## src/rtl/ide_pio_pkg.sv

```systemverilog
package ide_pio_pkg;

  typedef enum logic [2:0] {
    ST_IDLE,
    ST_SETUP,
    ST_ACT,
    ST_WAIT,
    ST_RCV
  } pio_state_e;

endpackage

```

## src/rtl/ide_pio_tsel.sv

```systemverilog
// Per-request timing selection: data port vs non-data, fast vs compatible.
module ide_pio_tsel #(
  parameter int NUM_DRV      = 2,
  parameter int DRV_W        = 1,
  parameter int AW           = 3,
  parameter int CNT_W        = 4,
  parameter int COMPAT_ACT   = 12,
  parameter int COMPAT_RCV   = 10,
  parameter int FAST_ACT_MAX = 5,
  parameter int FAST_RCV_MAX = 4
) (
  input  logic [DRV_W-1:0]          drv_i,
  input  logic [AW-1:0]             addr_i,
  input  logic                      ctl_i,
  input  logic                      write_i,
  input  logic [NUM_DRV-1:0][1:0]   act_code_i,
  input  logic [NUM_DRV-1:0][1:0]   rcv_code_i,
  input  logic [NUM_DRV-1:0]        fast_en_i,
  input  logic [NUM_DRV-1:0]        dma_only_i,
  input  logic [NUM_DRV-1:0]        iordy_en_i,
  input  logic [NUM_DRV-1:0]        post_en_i,
  input  logic                      fast_nd_i,
  output logic [CNT_W-1:0]          act_o,
  output logic [CNT_W-1:0]          rcv_o,
  output logic                      iordy_en_o,
  output logic                      posted_o
);

  logic [NUM_DRV-1:0][CNT_W-1:0] fast_act;
  logic [NUM_DRV-1:0][CNT_W-1:0] fast_rcv;
  logic [NUM_DRV-1:0]            data_fast;

  for (genvar g = 0; g < NUM_DRV; g++) begin : g_drv
    assign fast_act[g]  = CNT_W'(FAST_ACT_MAX - int'(act_code_i[g]));
    assign fast_rcv[g]  = CNT_W'(FAST_RCV_MAX - int'(rcv_code_i[g]));
    assign data_fast[g] = fast_en_i[g] & ~dma_only_i[g];
  end

  logic is_data;
  logic use_fast;

  always_comb begin
    is_data    = !ctl_i && (addr_i == '0);
    use_fast   = is_data ? data_fast[drv_i] : fast_nd_i;
    act_o      = use_fast ? fast_act[drv_i] : CNT_W'(COMPAT_ACT);
    rcv_o      = use_fast ? fast_rcv[drv_i] : CNT_W'(COMPAT_RCV);
    iordy_en_o = iordy_en_i[drv_i];
    posted_o   = write_i && is_data && post_en_i[drv_i];
  end

endmodule

```

## src/rtl/ide_pio_fsm.sv

```systemverilog
// Cycle sequencer: setup, strobe active, IORDY wait, recovery.
module ide_pio_fsm
  import ide_pio_pkg::*;
#(
  parameter int CNT_W = 4
) (
  input  logic             clk_i,
  input  logic             rst_ni,
  input  logic             start_i,
  input  logic [CNT_W-1:0] act_i,
  input  logic [CNT_W-1:0] rcv_i,
  input  logic             iordy_en_i,
  input  logic             posted_i,
  input  logic             write_i,
  input  logic             iordy_i,
  output logic             ready_o,
  output logic             cyc_o,
  output logic             strb_o,
  output logic             end_o,
  output logic             wr_o,
  output logic             done_o
);

  pio_state_e       st_q;
  logic [CNT_W-1:0] cnt_q, act_q, rcv_q;
  logic             iordy_en_q, posted_q, wr_q, done_q;
  logic             cnt_zero, end_act;

  assign cnt_zero = (cnt_q == '0);
  assign end_act  = ((st_q == ST_ACT) && cnt_zero && (!iordy_en_q || iordy_i)) ||
                    ((st_q == ST_WAIT) && iordy_i);

  always_ff @(posedge clk_i or negedge rst_ni) begin
    if (!rst_ni) begin
      st_q       <= ST_IDLE;
      cnt_q      <= '0;
      act_q      <= '0;
      rcv_q      <= '0;
      iordy_en_q <= 1'b0;
      posted_q   <= 1'b0;
      wr_q       <= 1'b0;
      done_q     <= 1'b0;
    end else begin
      done_q <= (end_act && !posted_q) || (start_i && posted_i);
      case (st_q)
        ST_IDLE: if (start_i) begin
          st_q       <= ST_SETUP;
          act_q      <= act_i;
          rcv_q      <= rcv_i;
          iordy_en_q <= iordy_en_i;
          posted_q   <= posted_i;
          wr_q       <= write_i;
        end
        ST_SETUP: begin
          st_q  <= ST_ACT;
          cnt_q <= act_q - CNT_W'(1);
        end
        ST_ACT: begin
          if (!cnt_zero) begin
            cnt_q <= cnt_q - CNT_W'(1);
          end else if (end_act) begin
            st_q  <= ST_RCV;
            cnt_q <= rcv_q - CNT_W'(1);
          end else begin
            st_q <= ST_WAIT;
          end
        end
        ST_WAIT: if (iordy_i) begin
          st_q  <= ST_RCV;
          cnt_q <= rcv_q - CNT_W'(1);
        end
        ST_RCV: begin
          if (!cnt_zero) cnt_q <= cnt_q - CNT_W'(1);
          else           st_q  <= ST_IDLE;
        end
        default: st_q <= ST_IDLE;
      endcase
    end
  end

  assign ready_o = (st_q == ST_IDLE);
  assign cyc_o   = (st_q != ST_IDLE);
  assign strb_o  = (st_q == ST_ACT) || (st_q == ST_WAIT);
  assign end_o   = end_act;
  assign wr_o    = wr_q;
  assign done_o  = done_q;

endmodule

```

## src/rtl/ide_pio_seq.sv

```systemverilog
module ide_pio_seq #(
  parameter int NUM_DRV      = 2,
  parameter int AW           = 3,
  parameter int DW           = 16,
  parameter int CNT_W        = 4,
  parameter int COMPAT_ACT   = 12,
  parameter int COMPAT_RCV   = 10,
  parameter int FAST_ACT_MAX = 5,
  parameter int FAST_RCV_MAX = 4,
  localparam int DRV_W       = (NUM_DRV > 1) ? $clog2(NUM_DRV) : 1
) (
  input  logic                    clk_i,
  input  logic                    rst_ni,
  input  logic                    req_valid_i,
  output logic                    req_ready_o,
  input  logic                    req_write_i,
  input  logic [DRV_W-1:0]        req_drive_i,
  input  logic                    req_ctl_i,
  input  logic [AW-1:0]           req_addr_i,
  input  logic [DW-1:0]           req_wdata_i,
  output logic                    done_o,
  output logic [DW-1:0]           rdata_o,
  input  logic [NUM_DRV-1:0][1:0] act_code_i,
  input  logic [NUM_DRV-1:0][1:0] rcv_code_i,
  input  logic [NUM_DRV-1:0]      fast_en_i,
  input  logic [NUM_DRV-1:0]      dma_only_i,
  input  logic [NUM_DRV-1:0]      iordy_en_i,
  input  logic [NUM_DRV-1:0]      post_en_i,
  input  logic                    fast_nd_i,
  output logic                    ior_no,
  output logic                    iow_no,
  output logic                    cs0_no,
  output logic                    cs1_no,
  output logic [AW-1:0]           da_o,
  output logic [DW-1:0]           dd_o,
  output logic                    dd_oe_o,
  input  logic [DW-1:0]           dd_i,
  input  logic                    iordy_i
);

  logic [CNT_W-1:0] sel_act, sel_rcv;
  logic             sel_iordy, sel_posted;
  logic             ready, start, cyc, strb, end_act, wr;
  logic [AW-1:0]    da_q;
  logic             ctl_q;
  logic [DW-1:0]    wdata_q, rdata_q;

  assign start = req_valid_i && ready;

  ide_pio_tsel #(
    .NUM_DRV(NUM_DRV), .DRV_W(DRV_W), .AW(AW), .CNT_W(CNT_W),
    .COMPAT_ACT(COMPAT_ACT), .COMPAT_RCV(COMPAT_RCV),
    .FAST_ACT_MAX(FAST_ACT_MAX), .FAST_RCV_MAX(FAST_RCV_MAX)
  ) u_tsel (
    .drv_i      (req_drive_i),
    .addr_i     (req_addr_i),
    .ctl_i      (req_ctl_i),
    .write_i    (req_write_i),
    .act_code_i (act_code_i),
    .rcv_code_i (rcv_code_i),
    .fast_en_i  (fast_en_i),
    .dma_only_i (dma_only_i),
    .iordy_en_i (iordy_en_i),
    .post_en_i  (post_en_i),
    .fast_nd_i  (fast_nd_i),
    .act_o      (sel_act),
    .rcv_o      (sel_rcv),
    .iordy_en_o (sel_iordy),
    .posted_o   (sel_posted)
  );

  ide_pio_fsm #(.CNT_W(CNT_W)) u_fsm (
    .clk_i      (clk_i),
    .rst_ni     (rst_ni),
    .start_i    (start),
    .act_i      (sel_act),
    .rcv_i      (sel_rcv),
    .iordy_en_i (sel_iordy),
    .posted_i   (sel_posted),
    .write_i    (req_write_i),
    .iordy_i    (iordy_i),
    .ready_o    (ready),
    .cyc_o      (cyc),
    .strb_o     (strb),
    .end_o      (end_act),
    .wr_o       (wr),
    .done_o     (done_o)
  );

  always_ff @(posedge clk_i or negedge rst_ni) begin
    if (!rst_ni) begin
      da_q    <= '0;
      ctl_q   <= 1'b0;
      wdata_q <= '0;
      rdata_q <= '0;
    end else begin
      if (start) begin
        da_q    <= req_addr_i;
        ctl_q   <= req_ctl_i;
        wdata_q <= req_wdata_i;
      end
      // capture on the strobe's deasserting edge
      if (end_act) rdata_q <= dd_i;
    end
  end

  assign req_ready_o = ready;
  assign ior_no      = !(strb && !wr);
  assign iow_no      = !(strb && wr);
  assign cs0_no      = !(cyc && !ctl_q);
  assign cs1_no      = !(cyc && ctl_q);
  assign da_o        = da_q;
  assign dd_o        = wdata_q;
  assign dd_oe_o     = cyc && wr;
  assign rdata_o     = rdata_q;

endmodule

```

## config.mk

```make
export PLATFORM = sky130hd
export DESIGN_NAME = ide_pio_seq
export DESIGN_NICKNAME = d
export VERILOG_FILES = /design/src/rtl/ide_pio_pkg.sv /design/src/rtl/ide_pio_tsel.sv /design/src/rtl/ide_pio_fsm.sv /design/src/rtl/ide_pio_seq.sv
export SDC_FILE = /design/constraint.sdc
export NUM_CORES = 1
export LEC_CHECK = 0
export BUFFER_PORTS_ARGS = -buffer_cell sky130_fd_sc_hd__buf_2
export CAP_MARGIN = 20
export CORE_AREA = 2 2 74 76
export DETAILED_ROUTE_END_ITERATION = 8
export DIE_AREA = 0 0 76 78
export GPL_ROUTABILITY_DRIVEN = 1
export PLACE_DENSITY = 0.93
export SYNTH_ARGS = -nofsm -noshare
export SYNTH_HDL_FRONTEND = slang
export SYNTH_SLANG_ARGS = --single-unit
```

## constraint.sdc

```tcl
create_clock -name clk_i -period 5.7 [get_ports clk_i]
set_input_delay 0.285 -clock clk_i [delete_from_list [all_inputs] [get_ports clk_i]]
set_output_delay 0.285 -clock clk_i [all_outputs]
set_load 0.005 [all_outputs]
```

-- Word-level counts from Yosys, hierarchy flattened
Index checks and enable logic that the tools add are counted.
- add/subtract/negate cells: 7
- order comparisons: 1
- eq/ne operators: 10
- mux-type cells: 24
- bitwise gates (word level): 4
- reductions and logical operators: 35
- operator list (kind ; number):
    two-way mux 4 bit ; 10
    one-hot mux 4 bit (4 select lines) ; 1
    subtractor 3 x 2 -> 4 bit, first input constant ; 4
    two-way mux 3 bit ; 5
    one-hot mux 3 bit (5 select lines) ; 1
    logical AND 1 bit ; 14
    subtractor 4 x 1 -> 4 bit, second input constant ; 3
    zero test 1 bit ; 9
    AND reduction 4 bit ; 2
    two-way mux 1 bit ; 7
    == test 3 x 2 -> 1 bit, second input constant ; 2
    zero test 3 bit ; 2
    != test 2 x 1 -> 1 bit, second input constant ; 3
    zero test 4 bit ; 1
    logical OR 1 bit ; 4
    != test 2 bit, second input constant ; 2
    nonzero test 4 bit ; 1
    == test 3 x 1 -> 1 bit, second input constant ; 1
    == test 3 bit, second input constant ; 1
    != test 3 bit, second input constant ; 1
    nonzero test 3 bit ; 1
    AND 1 bit ; 2
    less-than comparator 1 x 2 -> 1 bit, second input constant ; 1
    inverter 1 bit ; 2
    AND reduction 2 bit ; 1
- bits in registers: 55
- output and inout bits: 42
- logic and storage cells: 93

-- Logic depth before layout (Yosys ltp)
Gate-level depths: netlist (run 1).
- word-level depth: 7
- mapped depth: 8

-- Cells and area by module
Synthesis (run 1) repeated with hierarchy kept, for this count alone.
- cell total of the unflattened synthesis: 212
- area, all modules: 2840.2 sq um
- by module, submodules not included (module ; times used ; cells each ; area an instance (sq um) ; sequential area each (sq um)):
    ide_pio_seq ; 1 ; 83 ; 1505.2 ; 900.9
    ide_pio_fsm ; 1 ; 107 ; 1136.1 ; 475.5
    ide_pio_tsel ; 1 ; 22 ; 198.9 ; 0.0

-- Least setup slack after synthesis (run 1)
OpenSTA, ideal clock, no wires.
- path kind: register -> register
- from: reg u_fsm.cnt_q[0]
- to: reg rdata_q[0] (netlist: rdata_o[0])
- arrival: 1705 ps
- required time: 5575 ps
- path slack: 3870 ps
- cell stages (with the launch flop): 9
- period minus slack after synthesis: 1830 ps
- cell sequence: dfrtp_1 -> inv_1 -> ha_1 -> nor3b_4 -> o21ai_2 -> o21bai_1 -> buf_6 -> buf_12 -> mux2_4
- longest elaborated chain between the ends: 4
- ends and longest elaborated chain (element ; line ; source):
    start: declaration ; ide_pio_fsm.sv:25 ; logic [CNT_W-1:0] cnt_q, act_q, rcv_q;
    start signal: assignment ; ide_pio_fsm.sv:56 ; cnt_q <= act_q - CNT_W'(1);
    start signal: assignment ; ide_pio_fsm.sv:60 ; cnt_q <= cnt_q - CNT_W'(1);
    start signal: assignment ; ide_pio_fsm.sv:63 ; cnt_q <= rcv_q - CNT_W'(1);
    zero test 4 bit ; ide_pio_fsm.sv:29 ; assign cnt_zero = (cnt_q == '0);
    logical AND 1 bit (2 in a row) ; ide_pio_fsm.sv:30 ; assign end_act = ((st_q == ST_ACT) && cnt_zero && (!iordy_en_q || iordy_i)) ||
    logical OR 1 bit ; ide_pio_fsm.sv:30 ;
    end signal: assignment ; ide_pio_seq.sv:103 ; if (end_act) rdata_q <= dd_i;
    end: declaration ; ide_pio_seq.sv:46 ; logic [DW-1:0] wdata_q, rdata_q;
Every way passes these cells.
A chain may end at the register's enable or synchronous reset.

-- Final worst setup path (run 1)
- from: reg u_fsm.st_q[0]
- to: reg rdata_q[8] (netlist: rdata_o[8])
- longest elaborated chain between the ends: 4
- elaborated cells between the ends (all ways): 6
- ends and longest elaborated chain (element ; line ; source):
    start: declaration ; ide_pio_fsm.sv:24 ; pio_state_e st_q;
    start signal: assignment ; ide_pio_fsm.sv:35 ; st_q <= ST_IDLE;
    start signal: assignment ; ide_pio_fsm.sv:47 ; st_q <= ST_SETUP;
    start signal: assignment ; ide_pio_fsm.sv:55 ; st_q <= ST_ACT;
    == test 3 x 2 -> 1 bit ; ide_pio_fsm.sv:30 ;
    logical AND 1 bit (2 in a row) ; ide_pio_fsm.sv:30 ;
    logical OR 1 bit (*) ; ide_pio_fsm.sv:30 ;
Every way passes the cells marked *; elsewhere a longest branch is shown, timed or not.

==> results.yml, run 1 <==
floorplan:
  dieArea_sq_um: 5930
  ios: 101
  dieWidth_um: 76
  chipHeight_um: 78
  row_count: 26
  core-area_sq_um: 5040
  start_util_pct: 51.7
logic_synthesis:
  postSynthCellCount: 245
  synthTopCellsByArea: "dfrtp_1 52%, nand2_1 9.9%, mux2_4 4.6%, mux2_2 4.3%, ha_1 2.4%"
  seq_area_frac_synth_pct: 51.8
  yosysWarnings: 0
  synth_common_cells: "69 x nand2_1, 54 x dfrtp_1, 11 x inv_1"
  synth_most_common_cell: "nand2_1"
  synth_edf_count: 0
  synth_top_cell_by_area: "dfrtp_1"
  syn_nets: 309
  syn_avg_cell_area_sq_um: 10.6
  netlist_area_sq_um: 2610
  synth_ff_type: "dfrtp_1"
  synth_cell_type_count: 51
  synth_top_area_share_pct: 51.8
  async_flop_share_pct: 100
  synth-seq-cells: 54
timing:
  finalHoldViolations: 0
  period_share_pct: 38.8
  clock.fmax_mhz: 452
  worstMarginPinSlew_ns: 1.03
  fin_crit_ns: 2.21
  slew_viol_final: 0
  slew_headroom_pct: 31.0
  setup-tns-final_ns: 0
  finalSetupViolations: 0
  grt_setup_unrepaired: "false"
  final.setup_skew_ns: 0.00530
critical_path:
  critical_path.cell_chain: "nor2_1 > o21bai_2 > mux2_2"
  critPathSlowestCell: "o21bai_2"
  worstSetupPathType: "flip-flop to flip-flop"
  end_kind: "flip-flop"
  path_max_fanout: 18
  cpPeakStageDelay_ns: 0.82
  cp.required_ns: 5.90
  arrival_ns: 2.41
  crit_path_start_kind: "flip-flop"
placed_design:
  hpwl_mm: 4.44
  place_congestion: 0.771
  portBuffers: 100
  placed_cells: 405
min_path:
  hold_class: "input port to async pin"
cts:
  cts-resized-gates: 0
  clk_pin_slew_ns: 0.09
  cts_buffers: 5
  insertion_delay_ns: 0.31
  cts_post_setup_buffers_inserted: 0
  hold_buffers: 0
  root_buffer: "clkbuf_8"
  cts_tree: "done"
  h-tree-depth: 2
  clk_path_buf_depth: 2
  cts.sinks: 54
drt:
  dr.pass1.iters: 5
  vias: 2138
  drt-total-wl_mm: 6.01
  drcViolationCount: 0
  wl_per_cell_um: 14.6
  vias_per_cell: 5.18
  drt_iter0_markers: 64
  final_antenna_net_count: 0
layout:
  num_antenna_cells: 0
  drive_gt1_share_pct: 41.1
  nNetsFinal: 406
  areaGrowthSynthToFinish_pct: 24.0
  final_cells: 413
pwr:
  peakVddDrop_mv: 0.302
  p_per_area_nw_per_um2: 533
  power_leakage_nw: 1.72
grt:
  first_global_vias: 2223
  overflow: 0
  grt_first_pass_wirelength_mm: 10.1
  grt_max_degree: 55
  antenna_found_initial: 0
  groute.usage.overall_pct: 21.4
run_status:
  status: "completed"
job:
  drv_cap: 0
## per-stage QoR
step | hold slack [ns] | util [%] | area [sq um] | total power [W] | setup slack [ns]
CTS | 0.122 | 64.1 | 3230 | 0.00173 | 3.48
detailed placement | 0.457 | 62.0 | 3130 | 0.00149 | 3.49
finish | 0.0881 | 64.1 | 3230 | 0.00172 | 3.49
floorplan | -0.0106 | - | 2610 | 0.00122 | 3.87
global placement | 0.450 | 62.0 | 3130 | 0.00144 | 3.64
global route | 0.158 | 64.1 | 3230 | 0.00186 | 3.36
## worst paths after layout
path,startpoint,cells after the start,end,slack (ns)
setup / recovery,u_fsm.st_q[0]$_DFFE_PN0P_,3,rdata_o[8]$_DFFE_PN0P_,3.49
hold / removal,rst_ni,2,u_fsm.cnt_q[0]$_DFFE_PN0P_,0.09
setup reg to reg,u_fsm.st_q[0]$_DFFE_PN0P_,3,rdata_o[8]$_DFFE_PN0P_,3.49
max in group asynchronous,rst_ni,2,rdata_o[0]$_DFFE_PN0P_,5.17
hold reg to reg,u_fsm.posted_q$_DFFE_PN0P_,1,u_fsm.done_o$_DFF_PN0_,0.47
min in group clk_i,req_wdata_i[12],3,dd_o[12]$_DFFE_PN0P_,0.16
## cell families (layout without fill, tap and decap cells)
kind of cell	count (synthesis)	after routing	synth area share [%]
buf+inv	23	121	4.94
compound gates	38	38	10.4
fa+ha+maj	5	5	2.40
xor+xnor	3	3	1.01
flops	54	54	51.8
simple gates	99	99	18.5
mux	23	23	10.9
## per-layer routing
| metal | vias up | part of all wire [%] | wire, um | track usage, % |
|---|---|---|---|---|
| li1 | 1028 | - | - | - |
| met1 | 1004 | 40 | 2430 | 25.4 |
| met2 | 93 | 51 | 3080 | 38.1 |
| met3 | 13 | 6.6 | 396 | 5.47 |
| met4 | 0 | 1.8 | 108 | 6.91 |
| met5 | - | 0 | 0 | 0 |
## final cells by class
type	count	area (sq um)
tap	70	87.6
timing repair buffer	102	515
sequential	54	1350
inverter	11	41.3
clock buffer	7	96.3
multi-input combinational	168	1130
clock inverter	1	8.76
fill	393	1810
## state kept, by name, indices dropped and copies added (netlist names)
| name | flops |
|---|---|
| ctl_q | 1 |
| da_o | 3 |
| dd_o | 16 |
| rdata_o | 16 |
| u_fsm.act_q | 3 |
| u_fsm.cnt_q | 4 |
| u_fsm.done_o | 1 |
| u_fsm.iordy_en_q | 1 |
| u_fsm.posted_q | 1 |
| u_fsm.rcv_q | 4 |
| u_fsm.st_q | 3 |
| u_fsm.wr_o | 1 |
## worst max-delay path, delay by kind of cell, from the launching register on
kind,cells,cell delay [ns]
muxes,1,0.43
and+or+nand+nor,1,0.16
AOI/OAI and AO/OA,1,0.82
DFF,1,0.69
## layout by cell type (no fill, tap or decap), types with 4 or more instances in the layout
master,Yosys,routed
buf_2,4,100
nand2_1,69,69
dfrtp_1,54,54
inv_1,11,11
mux2_2,10,10
o21ai_0,8,8
mux2_4,8,8
clkbuf_8,1,7
o22ai_1,6,6
mux2i_1,5,5
ha_1,5,5
nand2b_1,4,4
a21oi_1,4,4
## where the power goes
group          leakage (nW)  internal [W]  switching (W)  total (W)
sequential            0.660      0.000567       0.000150   0.000716
combinational          1.01      0.000400       0.000371   0.000771
clock                0.0544      0.000112       0.000124   0.000236
Power figures use the tool's default switching activity.
==> run 2, diff against run 1 <==
- CORE_AREA: 2 2 74 76 -> 2 2 80 82
- DIE_AREA: 0 0 76 78 -> 0 0 82 84
- PLACE_DENSITY: 0.93 -> 0.85
- clock period: 5.7 -> 1.8 ns (I/O delays scaled with it)
==> results.yml, run 2 (same netlist as run 1, synthesis figures left out) <==
cts:
  clk_pin_slew_ns: 0.10
  root_buffer: "clkbuf_8"
  insertion_delay_ns: 0.30
  cts_tree: "done"
  clk_path_buf_depth: 2
  h-tree-depth: 2
  cts.sinks: 54
  cts_buffers: 5
critical_path:
  path_max_fanout: 6
  path_buf_inv: 2
  cpPeakStageDelay_ns: 0.37
  cp.required_ns: 1.99
  crit_family: "compound AO/OA/AOI/OAI gates"
  worstSetupPathType: "flip-flop to flip-flop"
  crit_path_start_kind: "flip-flop"
  arrival_ns: 1.95
  end_kind: "flip-flop"
  critPathSlowestCell: "dfrtp_1"
  critical_path.cell_chain: "inv_2 > ha_1 > nor3b_4 > buf_6 > o31a_4 > o221a_2 > a2bb2oi_1"
pwr:
  power_leakage_nw: 1.92
  intPower_w: 0.00362
  peakVddDrop_mv: 1.03
  p_per_area_nw_per_um2: 1580
  seqPwrFrac_pct: 38.7
  switching_share_pct: 37.0
  power.share.clock_pct: 11.5
  netSwitchingPower_w: 0.00212
  combPwrFrac_pct: 49.9
drt:
  vias: 2315
  drt-total-wl_mm: 6.76
  final_antenna_net_count: 0
  drcViolationCount: 0
  drt_iter0_markers: 98
  dr.pass1.iters: 4
  vias_per_cell: 5.03
  wl_per_cell_um: 14.7
timing:
  grt_setup_unrepaired: "true"
  slew_headroom_pct: 60.0
  setup-tns-final_ns: 0
  worstMarginPinSlew_ns: 0.600
  slew_viol_final: 0
  fin_crit_ns: 1.76
  finalSetupViolations: 0
  clock.fmax_mhz: 569
  finalHoldViolations: 0
  whs_ns: 0.00744
  final.setup_skew_ns: 0.00589
  period_share_pct: 97.6
run_status:
  status: "completed"
layout:
  drive_gt1_share_pct: 42.6
  mostFrequentLayoutCells: "100 x buf_2, 69 x nand2_1, 54 x dfrtp_1, 21 x dlygate4sd3_1, 18 x buf_4"
  areaGrowthSynthToFinish_pct: 39.5
  design_area_sq_um: 3630
  multi_input_area_sq_um: 1150
  final_cells: 460
  final-seq-area_sq_um: 1350
  num_antenna_cells: 0
  layout_commonest_cell: "buf_2"
  fillers: 490
  nNetsFinal: 447
grt:
  first_global_vias: 2337
  overflow: 0
  groute.usage.overall_pct: 20.2
  grt_max_degree: 27
  grt_first_pass_wirelength_mm: 10.9
  antenna_found_initial: 0
floorplan:
  row_count: 29
  ios: 101
  core-area_sq_um: 6100
  chipHeight_um: 84
  dieWidth_um: 82
  start_util_pct: 42.8
  dieArea_sq_um: 6890
placed_design:
  placed_cells: 428
  place_area_sq_um: 3270
  place_congestion: 0.820
  hpwl_mm: 4.54
  portBuffers: 100
min_path:
  hold_class: "input port to flip-flop"
job:
  drv_cap: 0
run 2: cell types whose count changed in the layout (fill, tap and decap cells not counted), moves of 2 or more:
cell,delta
inv_2,+2
buf_6,+2
inv_1,-2
dlygate4sd3_1,+21
clkbuf_8,-2
buf_4,+16
run 2: final timing paths:
path | to | slack [ns] | depth (start not counted) | startpoint
setup / recovery | u_fsm.cnt_q[2]$_DFFE_PN0P_ | 0.04 | 7 | u_fsm.cnt_q[0]$_DFFE_PN0P_
hold / removal | u_fsm.wr_o$_DFFE_PN0P_ | 0.007 | 3 | req_write_i
setup reg to reg | u_fsm.cnt_q[2]$_DFFE_PN0P_ | 0.04 | 7 | u_fsm.cnt_q[0]$_DFFE_PN0P_
hold reg to reg | u_fsm.done_o$_DFF_PN0_ | 0.47 | 1 | u_fsm.posted_q$_DFFE_PN0P_
max in group asynchronous | dd_o[4]$_DFFE_PN0P_ | 0.82 | 3 | rst_ni
min in group asynchronous | rdata_o[13]$_DFFE_PN0P_ | 0.32 | 2 | rst_ni
run 2: metrics by stage:
step | setup WS (ns) | power (W) | util, %
2_1_floorplan | -0.0107 | 0.00386 | -
3_3_place_gp | 0.0206 | 0.00478 | 53.6
3_5_place_dp | -0.0533 | 0.00491 | 53.6
4_1_cts | 0.0209 | 0.00564 | 58.6
5_1_grt | -0.0345 | 0.00619 | 59.6
6_report | 0.0436 | 0.00574 | 59.6
run 2: worst min-delay path, cell delays in order:
cell and delay [ns]:
buf_2 0.09, nand2_1 0.05, nand2_1 0.05
run 2: area by class of cell:
| type | instances | area share (%) |
|---|---|---|
| repair buffers | 143 | 25.1 |
| clock buffers | 5 | 1.89 |
| clock inverters | 2 | 0.379 |
| flip-flops and latches | 54 | 37.2 |
| well taps | 77 | 2.65 |
| multi-input cells | 168 | 31.6 |
| inverters | 11 | 1.14 |
run 2: what timing repair did:
action / CTS / global route
gates cloned: 0 / 1
endpoints found under the hold margin: 44 / 0
resized for setup: 0 / 6
setup endpoints to repair: 16 / 20
hold buffers: 21 / 0
buffers inserted: 2 / 1
run 2: power groups by stage:
stage | Clock [W] | Sequential (W) | Combinational, W
floorplan | 0 | 0.00218 | 0.00168
global placement | 0 | 0.00218 | 0.00260
detailed placement | 0 | 0.00220 | 0.00271
CTS | 0.000681 | 0.00219 | 0.00276
global route | 0.000731 | 0.00230 | 0.00316
finish | 0.000659 | 0.00222 | 0.00286
run 2: per-layer routing:
layer / global-route usage (%) / up-vias / share of wire [%]
li1: - / 1114 / -
met1: 26.2 / 1128 / 41
met2: 34.5 / 66 / 53
met3: 4.33 / 7 / 5.1
met4: 4.09 / 0 / 1.0
met5: 0 / - / 0
